[config.mk]
export PLATFORM = sky130hd
export DESIGN_NAME = pwr_state_csr
export DESIGN_NICKNAME = d
export VERILOG_FILES = /design/src/rtl/pwr_state_pkg.sv /design/src/rtl/pwr_state_core.sv /design/src/rtl/pwr_wake_regs.sv /design/src/rtl/pwr_read_mux.sv /design/src/rtl/pwr_state_csr.sv
export SDC_FILE = /design/constraint.sdc
export NUM_CORES = 1
export LEC_CHECK = 0
export ABC_AREA = 1
export BUFFER_PORTS_ARGS = -buffer_cell sky130_fd_sc_hd__buf_4
export CAP_MARGIN = 20
export CORE_MARGIN = 8
export CORE_UTILIZATION = 34
export CTS_CLUSTER_DIAMETER = 40
export DETAILED_ROUTE_END_ITERATION = 7
export PLACE_DENSITY_LB_ADDON = 0.3
export SYNTH_ARGS = -nofsm -noshare
export SYNTH_HDL_FRONTEND = slang
export SYNTH_SLANG_ARGS = --single-unit
[constraint.sdc]
create_clock -name clk -period 2.2 [get_ports clk]
set_input_delay 0.22 -clock clk [delete_from_list [all_inputs] [get_ports clk]]
set_output_delay 0.22 -clock clk [all_outputs]
set_load 0.01 [all_outputs]
[src/rtl/pwr_state_pkg.sv]
`timescale 1ns/1ps
package pwr_state_pkg;
  localparam logic [1:0] PS_ON  = 2'b00;
  localparam logic [1:0] PS_OFF = 2'b11;

  localparam int PS_LSB   = 0;
  localparam int KEEP_BIT = 3;
  localparam int EN_BIT   = 8;
  localparam int STS_BIT  = 15;

  function automatic logic ps_legal(input logic [1:0] code);
    return (code == PS_ON) || (code == PS_OFF);
  endfunction
endpackage

[src/rtl/pwr_state_core.sv]
`timescale 1ns/1ps
module pwr_state_core
  import pwr_state_pkg::*;
(
  input  logic       clk,
  input  logic       rst,
  input  logic       lane_wr,
  input  logic [1:0] req_ps,
  input  logic       keep_wd,
  input  logic       keep_lock,
  output logic [1:0] state_o,
  output logic       keep_o,
  output logic       soft_rst_o,
  output logic       io_mem_en_o,
  output logic       irq_en_o
);
  logic [1:0] state_q, state_nx;
  logic       keep_q;
  logic       wake_up;

  always_comb begin
    state_nx = state_q;
    if (lane_wr && ps_legal(req_ps)) state_nx = req_ps;
    wake_up = (state_q == PS_OFF) && (state_nx == PS_ON) && !keep_q;
  end

  always_ff @(posedge clk) begin
    if (rst) begin
      state_q     <= PS_ON;
      keep_q      <= 1'b1;
      soft_rst_o  <= 1'b0;
      io_mem_en_o <= 1'b1;
      irq_en_o    <= 1'b1;
    end else begin
      state_q     <= state_nx;
      if (lane_wr && !keep_lock) keep_q <= keep_wd;
      soft_rst_o  <= wake_up;
      io_mem_en_o <= (state_nx == PS_ON);
      irq_en_o    <= (state_nx == PS_ON);
    end
  end

  assign state_o = state_q;
  assign keep_o  = keep_q;
endmodule

[src/rtl/pwr_wake_regs.sv]
`timescale 1ns/1ps
module pwr_wake_regs (
  input  logic clk,
  input  logic rst_resume,
  input  logic lane_wr,
  input  logic en_wd,
  input  logic clr_wd,
  input  logic wake_evt,
  output logic en_o,
  output logic sts_o,
  output logic pme_req_o
);
  logic en_q, sts_q, en_nx, sts_nx;

  always_comb begin
    en_nx  = lane_wr ? en_wd : en_q;
    sts_nx = sts_q;
    if (lane_wr && clr_wd) sts_nx = 1'b0;
    if (wake_evt)          sts_nx = 1'b1;
  end

  always_ff @(posedge clk) begin
    if (rst_resume) begin
      en_q      <= 1'b0;
      sts_q     <= 1'b0;
      pme_req_o <= 1'b0;
    end else begin
      en_q      <= en_nx;
      sts_q     <= sts_nx;
      pme_req_o <= en_nx & sts_nx;
    end
  end

  assign en_o  = en_q;
  assign sts_o = sts_q;
endmodule

[src/rtl/pwr_read_mux.sv]
`timescale 1ns/1ps
module pwr_read_mux
  import pwr_state_pkg::*;
#(
  parameter int DW = 32
) (
  input  logic          clk,
  input  logic          rst,
  input  logic          rd_hit,
  input  logic [1:0]    state,
  input  logic          keep,
  input  logic          en,
  input  logic          sts,
  output logic [DW-1:0] rdata_o
);
  logic [DW-1:0] word;

  always_comb begin
    word                 = '0;
    word[PS_LSB+1:PS_LSB] = state;
    word[KEEP_BIT]       = keep;
    word[EN_BIT]         = en;
    word[STS_BIT]        = sts;
  end

  always_ff @(posedge clk) begin
    if (rst) rdata_o <= '0;
    else     rdata_o <= rd_hit ? word : '0;
  end
endmodule

[src/rtl/pwr_state_csr.sv]
`timescale 1ns/1ps
module pwr_state_csr
  import pwr_state_pkg::*;
#(
  parameter int              ADDR_W   = 8,
  parameter int              DW       = 32,
  parameter logic [ADDR_W-1:0] REG_ADDR = 8'h40
) (
  input  logic              clk,
  input  logic              rst,
  input  logic              rst_resume,
  input  logic              cfg_wr,
  input  logic              cfg_rd,
  input  logic [ADDR_W-1:0] cfg_addr,
  input  logic [DW/8-1:0]   cfg_be,
  input  logic [DW-1:0]     cfg_wdata,
  output logic [DW-1:0]     cfg_rdata,
  input  logic              keep_ctx_lock,
  input  logic              wake_evt,
  output logic [1:0]        pwr_state_o,
  output logic              io_mem_en_o,
  output logic              irq_en_o,
  output logic              soft_rst_o,
  output logic              pme_req_o
);
  localparam int BE_W = DW / 8;

  logic            addr_hit;
  logic            wr_hit;
  logic            rd_hit;
  logic [BE_W-1:0] lane_wr;
  logic            keep_q_w;
  logic            pme_en_w;
  logic            pme_sts_w;
  logic            unused_wd;

  assign addr_hit = (cfg_addr == REG_ADDR);
  assign wr_hit   = cfg_wr && addr_hit;
  assign rd_hit   = cfg_rd && addr_hit;

  for (genvar i = 0; i < BE_W; i++) begin : g_lane
    assign lane_wr[i] = wr_hit && cfg_be[i];
  end

  assign unused_wd = ^{cfg_wdata[DW-1:16], cfg_wdata[14:9], cfg_wdata[7:4],
                       cfg_wdata[2], lane_wr[BE_W-1:2]};

  pwr_state_core u_core (
    .clk         (clk),
    .rst         (rst),
    .lane_wr     (lane_wr[0]),
    .req_ps      (cfg_wdata[PS_LSB+1:PS_LSB]),
    .keep_wd     (cfg_wdata[KEEP_BIT]),
    .keep_lock   (keep_ctx_lock),
    .state_o     (pwr_state_o),
    .keep_o      (keep_q_w),
    .soft_rst_o  (soft_rst_o),
    .io_mem_en_o (io_mem_en_o),
    .irq_en_o    (irq_en_o)
  );

  pwr_wake_regs u_wake (
    .clk        (clk),
    .rst_resume (rst_resume),
    .lane_wr    (lane_wr[1]),
    .en_wd      (cfg_wdata[EN_BIT]),
    .clr_wd     (cfg_wdata[STS_BIT]),
    .wake_evt   (wake_evt),
    .en_o       (pme_en_w),
    .sts_o      (pme_sts_w),
    .pme_req_o  (pme_req_o)
  );

  pwr_read_mux #(.DW(DW)) u_rd (
    .clk     (clk),
    .rst     (rst),
    .rd_hit  (rd_hit),
    .state   (pwr_state_o),
    .keep    (keep_q_w),
    .en      (pme_en_w),
    .sts     (pme_sts_w),
    .rdata_o (cfg_rdata)
  );
endmodule

==> Word level (Yosys, flattened, before mapping) <==
Index checks and enable logic that the tools add are counted.
W data, S select, Z words.
{ "op_classes": {"n_eq_ne": 3, "mux": 4, "bitwise_logic": 2, "n_reduce_logical": 15} }
{ "ops": {"columns": ["op", "n"], "rows": [
  ["$logic_and A1 B1 Y1", 9],
  ["$eq A8 B7 Y1 const B", 1],
  ["$eq A2 B2 Y1 const B", 2],
  ["$logic_not A2 Y1", 2],
  ["$mux W1", 3],
  ["$logic_not A1 Y1", 2],
  ["$mux W2", 1],
  ["$reduce_or A2 Y1", 1],
  ["$and A1 B1 Y1", 1],
  ["$logic_or A1 B1 Y1", 1],
  ["$not A1 Y1", 1]
]} }
{ "totals": {"ff_bits": 40, "output_inout_bits": 38} }

==> Logic depth before layout (Yosys ltp) <==
{ "depth": {"word_depth": 8, "ltp_mapped": 8} }

==> Hierarchy <==
Synthesis repeated with hierarchy kept, for this count alone.
{ "unflattened": {"hier_cells": 105, "hier_area_um2": 762.0} }
{ "by_module_without_submodules": {"columns": ["mod", "n_inst", "cells_per_inst", "area_each_um2", "seq_area_each_um2"], "rows": [
  ["pwr_read_mux", 1, 45, 354.1, 100.1],
  ["pwr_state_core", 1, 26, 212.7, 100.1],
  ["pwr_wake_regs", 1, 15, 115.1, 60.1],
  ["pwr_state_csr", 1, 19, 80.1, 0.0]
]} }

==> Worst setup path before layout <==
No wires, ideal clock.
{ "synth_timing": {"path_type": "in2reg", "from": "input port cfg_addr[6]", "to": "register u_wake.pme_req_o", "setup_ns": 0.118, "t_arrival_ns": 0.835, "path_slack_ns": 1.246, "path_stages": 7, "n_path_buf": 0, "cell_sequence": "inv_1 > nor2_1 > nand2_1 > nor2_1 > nand4_1 > a21oi_1 > nor2_1"} }
{ "synth_between": {"elab_chain_cells": 7, "elab_cells_between_ends": 8} }
{ "synth_lines": {"columns": ["element", "line_no", "text"], "rows": [
  ["start: declaration", "pwr_state_csr.sv:14", "input logic [ADDR_W-1:0] cfg_addr,"],
  ["$eq A8 B7 Y1 *", "pwr_state_csr.sv:37", "assign addr_hit = (cfg_addr == REG_ADDR);"],
  ["$logic_and A1 B1 Y1 *", "pwr_state_csr.sv:38", "assign wr_hit = cfg_wr && addr_hit;"],
  ["$logic_and A1 B1 Y1 *", "pwr_state_csr.sv:42", "assign lane_wr[i] = wr_hit && cfg_be[i];"],
  ["$logic_and A1 B1 Y1", "pwr_wake_regs.sv:18", "if (lane_wr && clr_wd) sts_nx = 1'b0;"],
  ["$mux W1", "pwr_wake_regs.sv:18", null],
  ["$mux W1", "pwr_wake_regs.sv:19", "if (wake_evt) sts_nx = 1'b1;"],
  ["$and A1 B1 Y1 *", "pwr_wake_regs.sv:30", "pme_req_o <= en_nx & sts_nx;"],
  ["end signal: assignment", "pwr_wake_regs.sv:30", null],
  ["end: declaration", "pwr_wake_regs.sv:11", "output logic pme_req_o"]
]} }
Mark *: on every way between the ends. The rest lies on a longest branch, timed or not.
A chain may end at the register's enable or synchronous reset.

==> Final worst setup path <==
{ "layout_timing": {"from": "register u_core.state_q[0], in the netlist u_core.state_o[0]", "to": "output port pwr_state_o[0]"} }
{ "layout_rtl": {"columns": ["element", "line_no", "text"], "rows": [
  ["start: declaration", "pwr_state_core.sv:17", "logic [1:0] state_q, state_nx;"],
  ["start signal: assignment", "pwr_state_core.sv:35", "state_q <= state_nx;"],
  ["end: declaration", "pwr_state_csr.sv:20", "output logic [1:0] pwr_state_o,"]
]} }
No word-level cell between the ends.

==> impl_results.html <==
<table>
<tr><th>Metric</th><th>Value</th></tr>
<tr><th colspan="2">CTS</th></tr>
<tr><td>Clock tree root buffer cell</td><td>clkbuf_4</td></tr>
<tr><td>Clock tree buffer depth</td><td>2</td></tr>
<tr><td>Num CTS Buffers</td><td>3</td></tr>
<tr><td>Clk pin slew, worst setup/hold paths</td><td>0.07 ns</td></tr>
<tr><td>Gates resized, CTS repair</td><td>0</td></tr>
<tr><td>Post-CTS Setup Repair Bufs</td><td>0</td></tr>
<tr><td>Hold buffer count at cts</td><td>0</td></tr>
<tr><td>CTS H-tree depth</td><td>1</td></tr>
<tr><td>TritonCTS clock tree</td><td>built</td></tr>
<tr><td>Skew-Pair Late Insertion Delay</td><td>0.27 ns</td></tr>
<tr><td>Num Clock Sinks</td><td>13</td></tr>
<tr><th colspan="2">Synthesis</th></tr>
<tr><td>Area of the mapped netlist</td><td>739 um^2</td></tr>
<tr><td>Avg Cell Area, Syn</td><td>7.32 um^2</td></tr>
<tr><td>#FFs+latches synth</td><td>13</td></tr>
<tr><td>Cell count after synthesis</td><td>101</td></tr>
<tr><td>Distinct cell type count of the synthesized netlist</td><td>14</td></tr>
<tr><td>Synth Warn #</td><td>0</td></tr>
<tr><td>Share of the yosys chip area belonging to registers</td><td>35.2%</td></tr>
<tr><th colspan="2">Place</th></tr>
<tr><td>Estimated wirelength of the detail-placed design</td><td>1490 um</td></tr>
<tr><td>Number of I/O port buffers</td><td>32</td></tr>
<tr><td>Count of placed standard cells including taps</td><td>159</td></tr>
<tr><td>Post-place instance area</td><td>902 um^2</td></tr>
<tr><td>Final GP Congestion</td><td>0.687</td></tr>
<tr><th colspan="2">Floorplanning</th></tr>
<tr><td>Effective utilization at floorplan</td><td>34.8%</td></tr>
<tr><td>Core footprint</td><td>0.00213 mm^2</td></tr>
<tr><td>Die Outline Area</td><td>0.00392 mm^2</td></tr>
<tr><td>Die Width</td><td>62.6 um</td></tr>
<tr><td>Number of cell rows</td><td>17</td></tr>
<tr><td>Boundary Pins</td><td>89</td></tr>
<tr><td>Die extent in y</td><td>62.6 um</td></tr>
<tr><th colspan="2">Worst setup path</th></tr>
<tr><td>Series of cell instances along the critical path</td><td>buf_4</td></tr>
<tr><td>Startpoint type of the worst setup path</td><td>flop</td></tr>
<tr><td>Worst path slowest cell</td><td>dfxtp_1</td></tr>
<tr><td>Worst setup EP type</td><td>output pin</td></tr>
<tr><td>Reg-to-reg setup timing slack</td><td>1.48 ns</td></tr>
<tr><td>Number of buffer and inverter instances along the worst setup path</td><td>1</td></tr>
<tr><td>Maximum single-stage delay on the critical path</td><td>0.38 ns</td></tr>
<tr><td>WP data arrival</td><td>0.80 ns</td></tr>
<tr><td>Critical path required time</td><td>1.98 ns</td></tr>
<tr><td>Class of the most critical setup path</td><td>flop to output pin</td></tr>
<tr><td>CP delay by family, top</td><td>flip-flops</td></tr>
<tr><td>CP Max Fanout</td><td>4</td></tr>
<tr><th colspan="2">Final layout</th></tr>
<tr><td>Area occupied by registers</td><td>260 um^2</td></tr>
<tr><td>Proportion of layout cells with a drive suffix above 1</td><td>28.1%</td></tr>
<tr><td>Fin cells</td><td>163</td></tr>
<tr><td>Fillcell total</td><td>245</td></tr>
<tr><td>NumNets Final</td><td>187</td></tr>
<tr><td>Multi-input combinational cell area</td><td>329 um^2</td></tr>
<tr><td>Most frequent cells in the layout</td><td>buf_4 (32), conb_1 (27), nor2_1 (18)</td></tr>
<tr><td>Antenna diodes</td><td>0</td></tr>
<tr><td>Final standard cell area without fillers</td><td>928 um^2</td></tr>
<tr><td>Area Overhead vs Synth</td><td>25.5%</td></tr>
<tr><td>Most common library cell in the layout ignoring fill and taps</td><td>buf_4</td></tr>
<tr><th colspan="2">Routing</th></tr>
<tr><td>Number of vias per cell after detailed routing</td><td>3.82</td></tr>
<tr><td>Wire length reported by the detailed router</td><td>1620 um</td></tr>
<tr><td>Initial drt markers</td><td>6</td></tr>
<tr><td>Residual antenna-violating net count after detailed routing</td><td>0</td></tr>
<tr><td>Post-detailed-route DRC marker count</td><td>0</td></tr>
<tr><td>WL/cell</td><td>9.94 um</td></tr>
<tr><td>Vias after detailed routing</td><td>623</td></tr>
<tr><td>Number of iterations in the first detailed-routing pass</td><td>3</td></tr>
<tr><th colspan="2">Timing</th></tr>
<tr><td>Total of endpoints with negative setup slack in the final report</td><td>0</td></tr>
<tr><td>Fin. Hold Viols</td><td>0</td></tr>
<tr><td>Fin crit period</td><td>1.02 ns</td></tr>
<tr><td>Setup Total Neg Slack</td><td>0 ns</td></tr>
<tr><td>Number of max-slew violations in the final report</td><td>0</td></tr>
<tr><td>Unrepaired setup endpoints after global routing</td><td>false</td></tr>
<tr><td>Share of the cycle needed by the critical path after routing</td><td>46.2%</td></tr>
<tr><td>Skew final</td><td>0.000967 ns</td></tr>
<tr><td>Highest attainable clock frequency</td><td>983 MHz</td></tr>
<tr><th colspan="2">GRT</th></tr>
<tr><td>Maximum number of pins on one net before global-route repair</td><td>8</td></tr>
<tr><td>Overall global routing resource usage</td><td>8.15%</td></tr>
<tr><td>Number of global-route vias before repair</td><td>676</td></tr>
<tr><td>Number of antenna violations at the first check in global routing</td><td>0</td></tr>
<tr><td>First-pass GRT wire length</td><td>2670 um</td></tr>
<tr><td>Aggregate global routing overflow</td><td>0</td></tr>
<tr><th colspan="2">Pwr</th></tr>
<tr><td>IR Drop Worst-Case VDD</td><td>0.000219 V</td></tr>
<tr><td>Sw frac</td><td>25.6%</td></tr>
<tr><td>P_int</td><td>0.337 mW</td></tr>
<tr><td>Relative contribution of the clock network to total power</td><td>32.0%</td></tr>
<tr><td>Power density cells</td><td>488 mW/mm^2</td></tr>
<tr><td>Part of the total power dissipated in sequential elements</td><td>52.4%</td></tr>
<tr><td>Leakage dissipation</td><td>0.480 nW</td></tr>
<tr><td>Net Switching</td><td>0.116 mW</td></tr>
<tr><td>Part of the power in combinational logic</td><td>15.6%</td></tr>
<tr><th colspan="2">Run</th></tr>
<tr><td>Max-capacitance violation count</td><td>0</td></tr>
<tr><th colspan="2">Hold path</th></tr>
<tr><td>Type of the worst min-delay path</td><td>primary input to flop</td></tr>
<tr><th colspan="2">Status</th></tr>
<tr><td>Result of the run</td><td>finished clean</td></tr>
</table>
[area by class of cell]
cell class,instances,area share (%)
sequential,13,28.0
multi-input combinational,76,35.4
timing repair buffer,32,25.9
inverter,10,4.04
tap,28,3.77
clock buffer,4,2.83
[synthesized netlist by cell type (all sizes together)]
cell / n / area (um^2)
a21oi: 3 / 15.0
nand4: 3 / 18.8
nor3: 1 / 10.0
nand2: 12 / 45.0
o21ai: 1 / 5.00
dfxtp: 13 / 260
nor2: 20 / 80.1
conb: 1 / 3.75
buf: 28 / 210
inv: 10 / 37.5
xnor2: 1 / 8.76
nand3: 6 / 30.0
nand3b: 2 / 15.0
[cell families after synthesis]
logic type,share of synthesized area [%]
AO/OA/AOI/OAI,2.71
XOR/XNOR,1.18
buffers and inverters,33.5
flip-flops,35.2
other,0.507
AND/OR/NAND/NOR,26.9
[layer usage]
layer | GRT usage [%] | share of wire (%) | vias to the layer above
li1 | - | - | 323
met4 | 5.13 | 2.4 | 0
met3 | 3.58 | 9.1 | 5
met2 | 14.7 | 50 | 35
met5 | 0 | 0 | -
met1 | 7.22 | 38 | 260
[power groups by stage]
stage               clock [mW]  combinational (mW)  sequential [mW]
global placement             0              0.0681            0.243
global route             0.157              0.0784            0.237
finish                   0.145              0.0706            0.237
CTS                      0.145              0.0689            0.237
detailed placement           0              0.0688            0.243
floorplan                    0              0.0684            0.243
[registers in the layout, summed over array words and instances (netlist names)]
signal              cells
u_wake.pme_req_o        1
u_core.keep_o           1
u_wake.sts_o            1
u_core.state_o          2
u_wake.en_o             1
u_rd.rdata_o            5
u_core.soft_rst_o       1
u_core.io_mem_en_o      1
[through the flow]
step	setup WS [ns]	util, %	hold slack (ns)	power, mW
finish	1.18	43.6	0.102	0.453
global route	1.15	43.6	0.113	0.473
CTS	1.18	43.6	0.0994	0.451
detailed placement	0.987	42.4	0.393	0.311
global placement	0.998	42.4	0.389	0.311
floorplan	1.25	-	0.289	0.311
[final timing paths]
check / depth (start not counted) / start / endpoint
setup reg to reg: 3 / u_core.state_o[0]$_SDFF_PP0_ / u_core.io_mem_en_o$_SDFF_PP1_
hold reg to reg: 2 / u_wake.sts_o$_SDFF_PP0_ / u_rd.rdata_o[15]$_SDFF_PP0_
setup / recovery: 1 / u_core.state_o[0]$_SDFF_PP0_ / pwr_state_o[0]
hold / removal: 2 / rst_resume / u_wake.sts_o$_SDFF_PP0_
Power figures use the tool's default switching activity.
